File: config.mk
export PLATFORM = sky130hd
export DESIGN_NAME = cla_adder_blocked
export DESIGN_NICKNAME = d
export VERILOG_FILES = /design/src/rtl/cla_pkg.sv /design/src/rtl/cla_pg_cell.sv /design/src/rtl/cla_group.sv /design/src/rtl/cla_sum.sv /design/src/rtl/cla_adder_blocked.sv
export SDC_FILE = /design/constraint.sdc
export NUM_CORES = 1
export LEC_CHECK = 0
export BUFFER_PORTS_ARGS = -buffer_cell sky130_fd_sc_hd__buf_4
export CORE_ASPECT_RATIO = 0.5
export CORE_UTILIZATION = 40
export DETAILED_ROUTE_END_ITERATION = 6
export PLACE_DENSITY = 0.76
export SYNTH_ARGS = -nofsm -noshare
export SYNTH_HDL_FRONTEND = slang
export SYNTH_HIERARCHICAL = 1
export SYNTH_SLANG_ARGS = --single-unit
export TNS_END_PERCENT = 5
File: constraint.sdc
create_clock -name vclk -period 9
set_clock_uncertainty 0.05 [all_clocks]
set_input_delay 0.45 -clock vclk [all_inputs]
set_output_delay 0.45 -clock vclk [all_outputs]
set_load 0.05 [all_outputs]
File: src/rtl/cla_pkg.sv
package cla_pkg;

    // Generate and propagate pair of one bit position.
    typedef struct packed {
        logic gen;
        logic prop;
    } bit_pg_t;

    function automatic int unsigned group_count(input int unsigned width, input int unsigned grp);
        return width / grp;
    endfunction

endpackage

File: src/rtl/cla_pg_cell.sv
module cla_pg_cell #(
    parameter int unsigned WIDTH = 32
) (
    input  logic [WIDTH-1:0] op_a,
    input  logic [WIDTH-1:0] op_b,
    output logic [WIDTH-1:0] gen_v,
    output logic [WIDTH-1:0] prop_v
);
    import cla_pkg::*;

    bit_pg_t pg_d [WIDTH];

    for (genvar i = 0; i < WIDTH; i++) begin : g_bit
        always_comb begin
            pg_d[i].gen  = op_a[i] & op_b[i];
            pg_d[i].prop = op_a[i] | op_b[i];
        end
        assign gen_v[i]  = pg_d[i].gen;
        assign prop_v[i] = pg_d[i].prop;
    end

endmodule

File: src/rtl/cla_group.sv
module cla_group #(
    parameter int unsigned GROUP_W = 4
) (
    input  logic [GROUP_W-1:0] gen_v,
    input  logic [GROUP_W-1:0] prop_v,
    input  logic               grp_cin,
    output logic [GROUP_W-1:0] bit_carry,
    output logic               grp_cout
);
    logic [GROUP_W:0] carry_d;

    // Flattened sum of products: each carry is an OR of AND terms over this group only.
    always_comb begin
        carry_d[0] = grp_cin;
        for (int i = 0; i < GROUP_W; i++) begin
            logic acc;
            logic term;
            acc = 1'b0;
            for (int j = 0; j <= i; j++) begin
                term = gen_v[j];
                for (int k = j + 1; k <= i; k++) begin
                    term = term & prop_v[k];
                end
                acc = acc | term;
            end
            term = grp_cin;
            for (int k = 0; k <= i; k++) begin
                term = term & prop_v[k];
            end
            carry_d[i+1] = acc | term;
        end
    end

    assign bit_carry = carry_d[GROUP_W-1:0];
    assign grp_cout  = carry_d[GROUP_W];

    always_comb begin
        for (int i = 0; i < GROUP_W; i++) begin
            assert_generate_sets_R2: assert (!gen_v[i] || carry_d[i+1])
                else $error("generate bit %0d did not force carry", i);
            assert_kill_clears_R3: assert (prop_v[i] || !carry_d[i+1])
                else $error("non-propagating bit %0d passed a carry", i);
            assert_carry_recurrence_R4: assert (carry_d[i+1] == (gen_v[i] | (prop_v[i] & carry_d[i])))
                else $error("carry recurrence broken at bit %0d", i);
        end
    end

endmodule

File: src/rtl/cla_sum.sv
module cla_sum #(
    parameter int unsigned WIDTH = 32
) (
    input  logic [WIDTH-1:0] op_a,
    input  logic [WIDTH-1:0] op_b,
    input  logic [WIDTH-1:0] carry_in_v,
    output logic [WIDTH-1:0] sum_v
);
    for (genvar i = 0; i < WIDTH; i++) begin : g_sum
        assign sum_v[i] = op_a[i] ^ op_b[i] ^ carry_in_v[i];
    end
endmodule

File: src/rtl/cla_adder_blocked.sv
module cla_adder_blocked #(
    parameter int unsigned WIDTH   = 32,
    parameter int unsigned GROUP_W = 4
) (
    input  logic [WIDTH-1:0] a,
    input  logic [WIDTH-1:0] b,
    input  logic             cin,
    output logic [WIDTH-1:0] sum,
    output logic             cout
);
    import cla_pkg::*;

    localparam int unsigned NUM_GRP = group_count(WIDTH, GROUP_W);

    logic [WIDTH-1:0] gen_v;
    logic [WIDTH-1:0] prop_v;
    logic [WIDTH-1:0] carry_v;
    logic             chain_c [NUM_GRP+1];

    initial begin
        assert_group_divides_R1: assert (WIDTH % GROUP_W == 0 && GROUP_W > 0)
            else $error("GROUP_W must divide WIDTH");
    end

    cla_pg_cell #(.WIDTH(WIDTH)) pg_i (
        .op_a  (a),
        .op_b  (b),
        .gen_v (gen_v),
        .prop_v(prop_v)
    );

    assign chain_c[0] = cin;

    for (genvar k = 0; k < NUM_GRP; k++) begin : g_grp
        cla_group #(.GROUP_W(GROUP_W)) grp_i (
            .gen_v    (gen_v[k*GROUP_W +: GROUP_W]),
            .prop_v   (prop_v[k*GROUP_W +: GROUP_W]),
            .grp_cin  (chain_c[k]),
            .bit_carry(carry_v[k*GROUP_W +: GROUP_W]),
            .grp_cout (chain_c[k+1])
        );
    end

    assign cout = chain_c[NUM_GRP];

    cla_sum #(.WIDTH(WIDTH)) sum_i (
        .op_a      (a),
        .op_b      (b),
        .carry_in_v(carry_v),
        .sum_v     (sum)
    );

    always_comb begin
        assert_chain_entry_R6: assert (carry_v[0] == cin)
            else $error("group 0 carry-in differs from cin");
        assert_total_R8: assert ({cout, sum} == ({1'b0, a} + {1'b0, b} + {{WIDTH{1'b0}}, cin}))
            else $error("sum mismatch");
    end

endmodule

==> results.md, run 1 <==
- Status: completed
- CP endpoint kind: primary output
- Std-Cell Rows: 15
- Area Overhead vs Synth: 47.05%
- Leakage: between 1 and 1.5 nW
- Hold Crit Endpoint: sum[0]
- Pins Over Slew Limit: 0
- Syn Std Cell Area: 1572 sq um
- Post-route clock period utilization: 75.27%
- Non-Filler Instances: around 290
- Most used cell, CP: a21o_1
- DRC errors left: 0
- Sequential cell area: 0 sq um
- Setup Fix Bufs, Post-CTS: 0
- Fraction of layout cells with a size suffix above 1: between 50 and 60%
- Initial antenna violation count: 0
- Routability Congestion: between 0.7 and 0.8
- Hold depth: 3
- Cells after DPL: between 200 and 300
- Multi-input logic area: between 1500 and 2000 sq um
- Relative slew margins: about nine tenths
- Total global routing overflow: 0
- Drt total wl: about 3200 um
- GR Util All Layers: between 10% and 20%
- Via density: roughly 4.6
- Synth cell types: 6
- WL per Instance: about 11 um
- Critical path type: in2out
- TritonRoute pass-1 iters: 4
- Final core utilization: ~64%
- Global-route wire length before repair: slightly below 5000 um
- Setup crit start: b[0]
- Seq Cell Count: 0
- Clock buffers: 0
- Met3 wire len: about 260 um
- Boundary Pins: 98
- CP Launch Type: input port
- Data arrival, critical path: about 6.3 ns
- Metal2 WL: 1595 um
- Power per cell area: about 120 nW/um^2
- Worst Path Max Fanout: 3
- Number of diodes: 0
- Die height: between 40 and 50 um
- Final setup viols: 0
- Largest net degree at the start of global routing: 4
- Vias: 1323
- Core Area: between 3000 and 4000 sq um
- Yosys warns: 6
- Fill cells: ~310
- Net count, final: 301
- Syn avg cell area: around 11 sq um
- Post-route setup TNS: 0 ns
- Fin Hold WS: ~1.3 ns
- Max_cap viols: 0
- Final-report hold violation count: 0
- Buffers on Ports: between 90 and 100
- Hold crit path type: in2out
- Worst vdd ir: around 0.065 mV
- Worst Tran Pin Value: 0.1539 ns
- Syn Inst Count: ~140
- Die footprint: 4198 sq um
- Post-DP HPWL: 2882 um
- Via count of the first global-routing pass: about 1200
- Post_cts resized: 0
- CTS Hold Bufs: 0
- Post-route minimum period: ~6.8 ns
- Max Used Layer: met3
- Seq/Total Area, Yosys: 0%
- Initial drt markers: 19
- WL met1: around 1300 um
- Largest stage delay on the critical path: 0.25 ns
- Initial Util: around 44%
- ANT nets after route: 0
- Hold Startpoint: cin
- Syn_nets: approximately 210
- Die W: 90.64 um
- WP data required: roughly 8.5 ns
- CP max stage cell: a31o_1
- RSZ-0062 raised after global routing: no
- Fmax: between 100 and 150 MHz
cell families after synthesis:
logic type | share of synthesized area, %
AO/OA/AOI/OAI | 19.75
buffers and inverters | 3.822
XOR/XNOR | 48.41
AND/OR/NAND/NOR | 28.03
report_power, final:
part / switching (mW) / total, mW / leakage [nW] / internal (mW)
Sequential: 0 / 0 / 0 / 0
Combinational: 0.164 / 0.287 / 1.36 / 0.123
Clock: 0 / 0 / 0 / 0
cell type report:
class / instances / area share (%)
multi-input cells: 136 / 65.40
repair buffers: 98 / 31.84
well taps: 51 / 2.761
how the worst max path moves through the flow:
| stage | end | slack [ns] | cells after the start |
|---|---|---|---|
| after floorplan | sum[31] | 2.56 | 26 |
| after global placement | sum[31] | 2.33 | 28 |
| after detailed placement | sum[31] | 2.20 | 28 |
| after CTS | sum[31] | 2.19 | 28 |
| after global routing | sum[31] | 1.93 | 28 |
| final | sum[31] | 2.23 | 28 |
cells in the mapped netlist (all sizes together):
cell	instances	share of area (%)
buf	8	3.8
or2	32	13
xor3	32	48
and2	32	15
a31o	8	4.5
a21o	32	15
per-stage QoR:
stage	setup slack, ns	power, mW	cell area [sq um]
after CTS	2.193	0.2892	2311
after detailed placement	2.199	0.2885	2311
after floorplan	2.562	0.2101	1572
after global placement	2.331	0.2869	2311
final	2.226	0.2870	2311
after global routing	1.927	0.3008	2311
routing by layer:
metal,GRT usage (%),vias to the layer above
li1,-,688
met1,16.08,585
met2,30.30,50
met3,2.970,0
met4,0,0
met5,0,-
critical path, delay by kind of cell:
| family | cells | cell delay (ns) |
|---|---|---|
| buf+inv | 2 | 0.30 |
| simple gates | 1 | 0.21 |
| compound gates | 24 | 5.11 |
| xor+xnor | 1 | 0.18 |
placed cells by master, fill, tap and decap left out:
cell type,synthesis,layout
a21o_1,32,32
and2_2,32,32
or2_1,32,32
a31o_1,8,8
xor3_1,32,32
buf_4,8,98
Power figures use the tool's default switching activity.
==> inputs of run 2 (changes only) <==
clock period = 6.7 ns   (was 9 ns; I/O delays follow)
==> results.md, run 2 (synthesis gave the netlist of run 1 again) <==
- Number of diodes: 0 (unchanged)
- Post-route cell area: 2330 sq um (+0.81%)
- Initial antenna violation count: 0 (unchanged)
- Seq Cell Count: 0 (unchanged)
- Final-report hold violation count: 0 (unchanged)
- Cells after DPL: 285 (unchanged)
- Most common cell after layout, fill and taps aside: buf_4
- Critical path type: in2out
- WL per Instance: 11.29 um (+1.0%)
- Fraction of layout cells with a size suffix above 1: 55.93% (+0.38 points)
- DRC errors left: 0 (unchanged)
- Final core utilization: 64.99% (+0.52 points)
- Post-DP HPWL: 2899 um (+0.58%)
- Via count of the first global-routing pass: 1279 (+3.5%)
- Data arrival, critical path: 5.98 ns (-0.29 ns)
- Status: completed
- Pins Over Slew Limit: 0 (unchanged)
- Core Area: 3585 sq um (unchanged)
- Largest net degree at the start of global routing: 4 (unchanged)
- Most frequent cells in the layout: 99 x buf_4, 32 x a21o_1, 32 x and2_2, 32 x or2_1, 32 x xor3_1
- Leakage: 1.374 nW (+0.79%)
- Clock buffers: 0 (unchanged)
- Initial Util: 43.84% (unchanged)
- Die height: 46.32 um (unchanged)
- Die W: 90.64 um (unchanged)
- Worst Path Max Fanout: 3 (unchanged)
- Std-Cell Rows: 15 (unchanged)
- Worst Tran Pin Value: 0.1539 ns (+0.00003648 ns)
- Global-route wire length before repair: 5071 um (+2.4%)
- Placed cell areas: 2311 sq um (unchanged)
- Post-route clock period utilization: 95.03%
- Drt total wl: 3240 um (+1.8%)
- Die footprint: 4198 sq um (unchanged)
- Relative slew margins: 89.82% (about the same)
- GR Util All Layers: 14.56% (+0.32 points)
- Routability Congestion: 0.7031 (about the same)
- Boundary Pins: 98 (unchanged)
- Power per cell area: 166.8 nW/um^2 (+34%)
- ANT nets after route: 0 (unchanged)
- Pwr Total: 388.6 uW (+35%)
- Vias: 1327 (+0.30%)
- WP data required: 6.31 ns (-2.19 ns)
- Sequential cell area: 0 sq um (unchanged)
- Post-route minimum period: 6.367 ns
- RSZ-0062 raised after global routing: no
- Initial drt markers: 15 (-4)
- CTS Hold Bufs: 0 (unchanged)
- TritonRoute pass-1 iters: 2 (-2)
- Max_cap viols: 0 (unchanged)
- Final setup viols: 0 (unchanged)
- Post-route setup TNS: 0 ns (unchanged)
- Fmax: between 150 and 200 MHz
- Via density: 4.624 (-0.40%)
- Total global routing overflow: 0 (unchanged)
- CP endpoint kind: primary output
- Non-Filler Instances: 287 (+0.70%)
- CP Launch Type: input port
- Worst vdd ir: 0.08919 mV (+38%)
- Buffers on Ports: 98 (unchanged)
- Area Overhead vs Synth: 48.25%
- Hold crit path type: in2out
- Net count, final: 303 (+0.66%)
==> run 2: where the power goes <==
part           switching [mW]  internal, mW
clock network               0             0
logic                   0.221         0.167
registers                   0             0
==> run 2: path summary, 6_finish.rpt <==
kind	from	endpoint	slack, ns	cells after the start
setup / recovery	b[0]	sum[31]	0.33	28
hold / removal	cin	sum[0]	1.03	3
==> run 2: through the flow <==
stage	setup slack, ns	hold slack [ns]
6_report	0.3332	1.035
5_1_grt	0.009361	1.074
4_1_cts	0.1316	1.037
3_5_place_dp	0.1547	1.036
3_3_place_gp	0.2615	1.030
2_1_floorplan	0.4917	1.121
==> run 2: final cells by class <==
type,instances,area (sq um)
fillers,304,1255
well taps,51,63.81
repair buffers,100,754.5
multi-input cells,136,1511
==> run 2: layer usage <==
metal	vias to the layer above	track usage [%]	wire, um
li1	693	-	-
met1	584	16.43	1303
met2	50	30.30	1644
met3	0	3.795	292
met4	0	0	0
met5	-	0	0
==> run 2: timing repair <==
| item | CTS | global route |
|---|---|---|
| resized for setup | 0 | 1 |
| setup buffers | 0 | 2 |
| endpoints found under the setup margin | 0 | 1 |
==> run 2: worst max-delay path: stages <==
cell and delay, ns:
buf_4 0.11, or2_1 0.21, a21o_1 0.17, a21o_1 0.21, a31o_1 0.24, a21o_1 0.20
a21o_1 0.21, a31o_1 0.24, a21o_1 0.19, a21o_1 0.21, a31o_1 0.23, a21o_1 0.19
a21o_1 0.18, a31o_1 0.24, a21o_1 0.20, a21o_1 0.21, a31o_1 0.24, a21o_1 0.20
a21o_1 0.19, a31o_1 0.24, a21o_1 0.19, a21o_1 0.17, a31o_1 0.20, a21o_1 0.20
a21o_1 0.21, a21o_1 0.18, xor3_1 0.20, buf_6 0.16
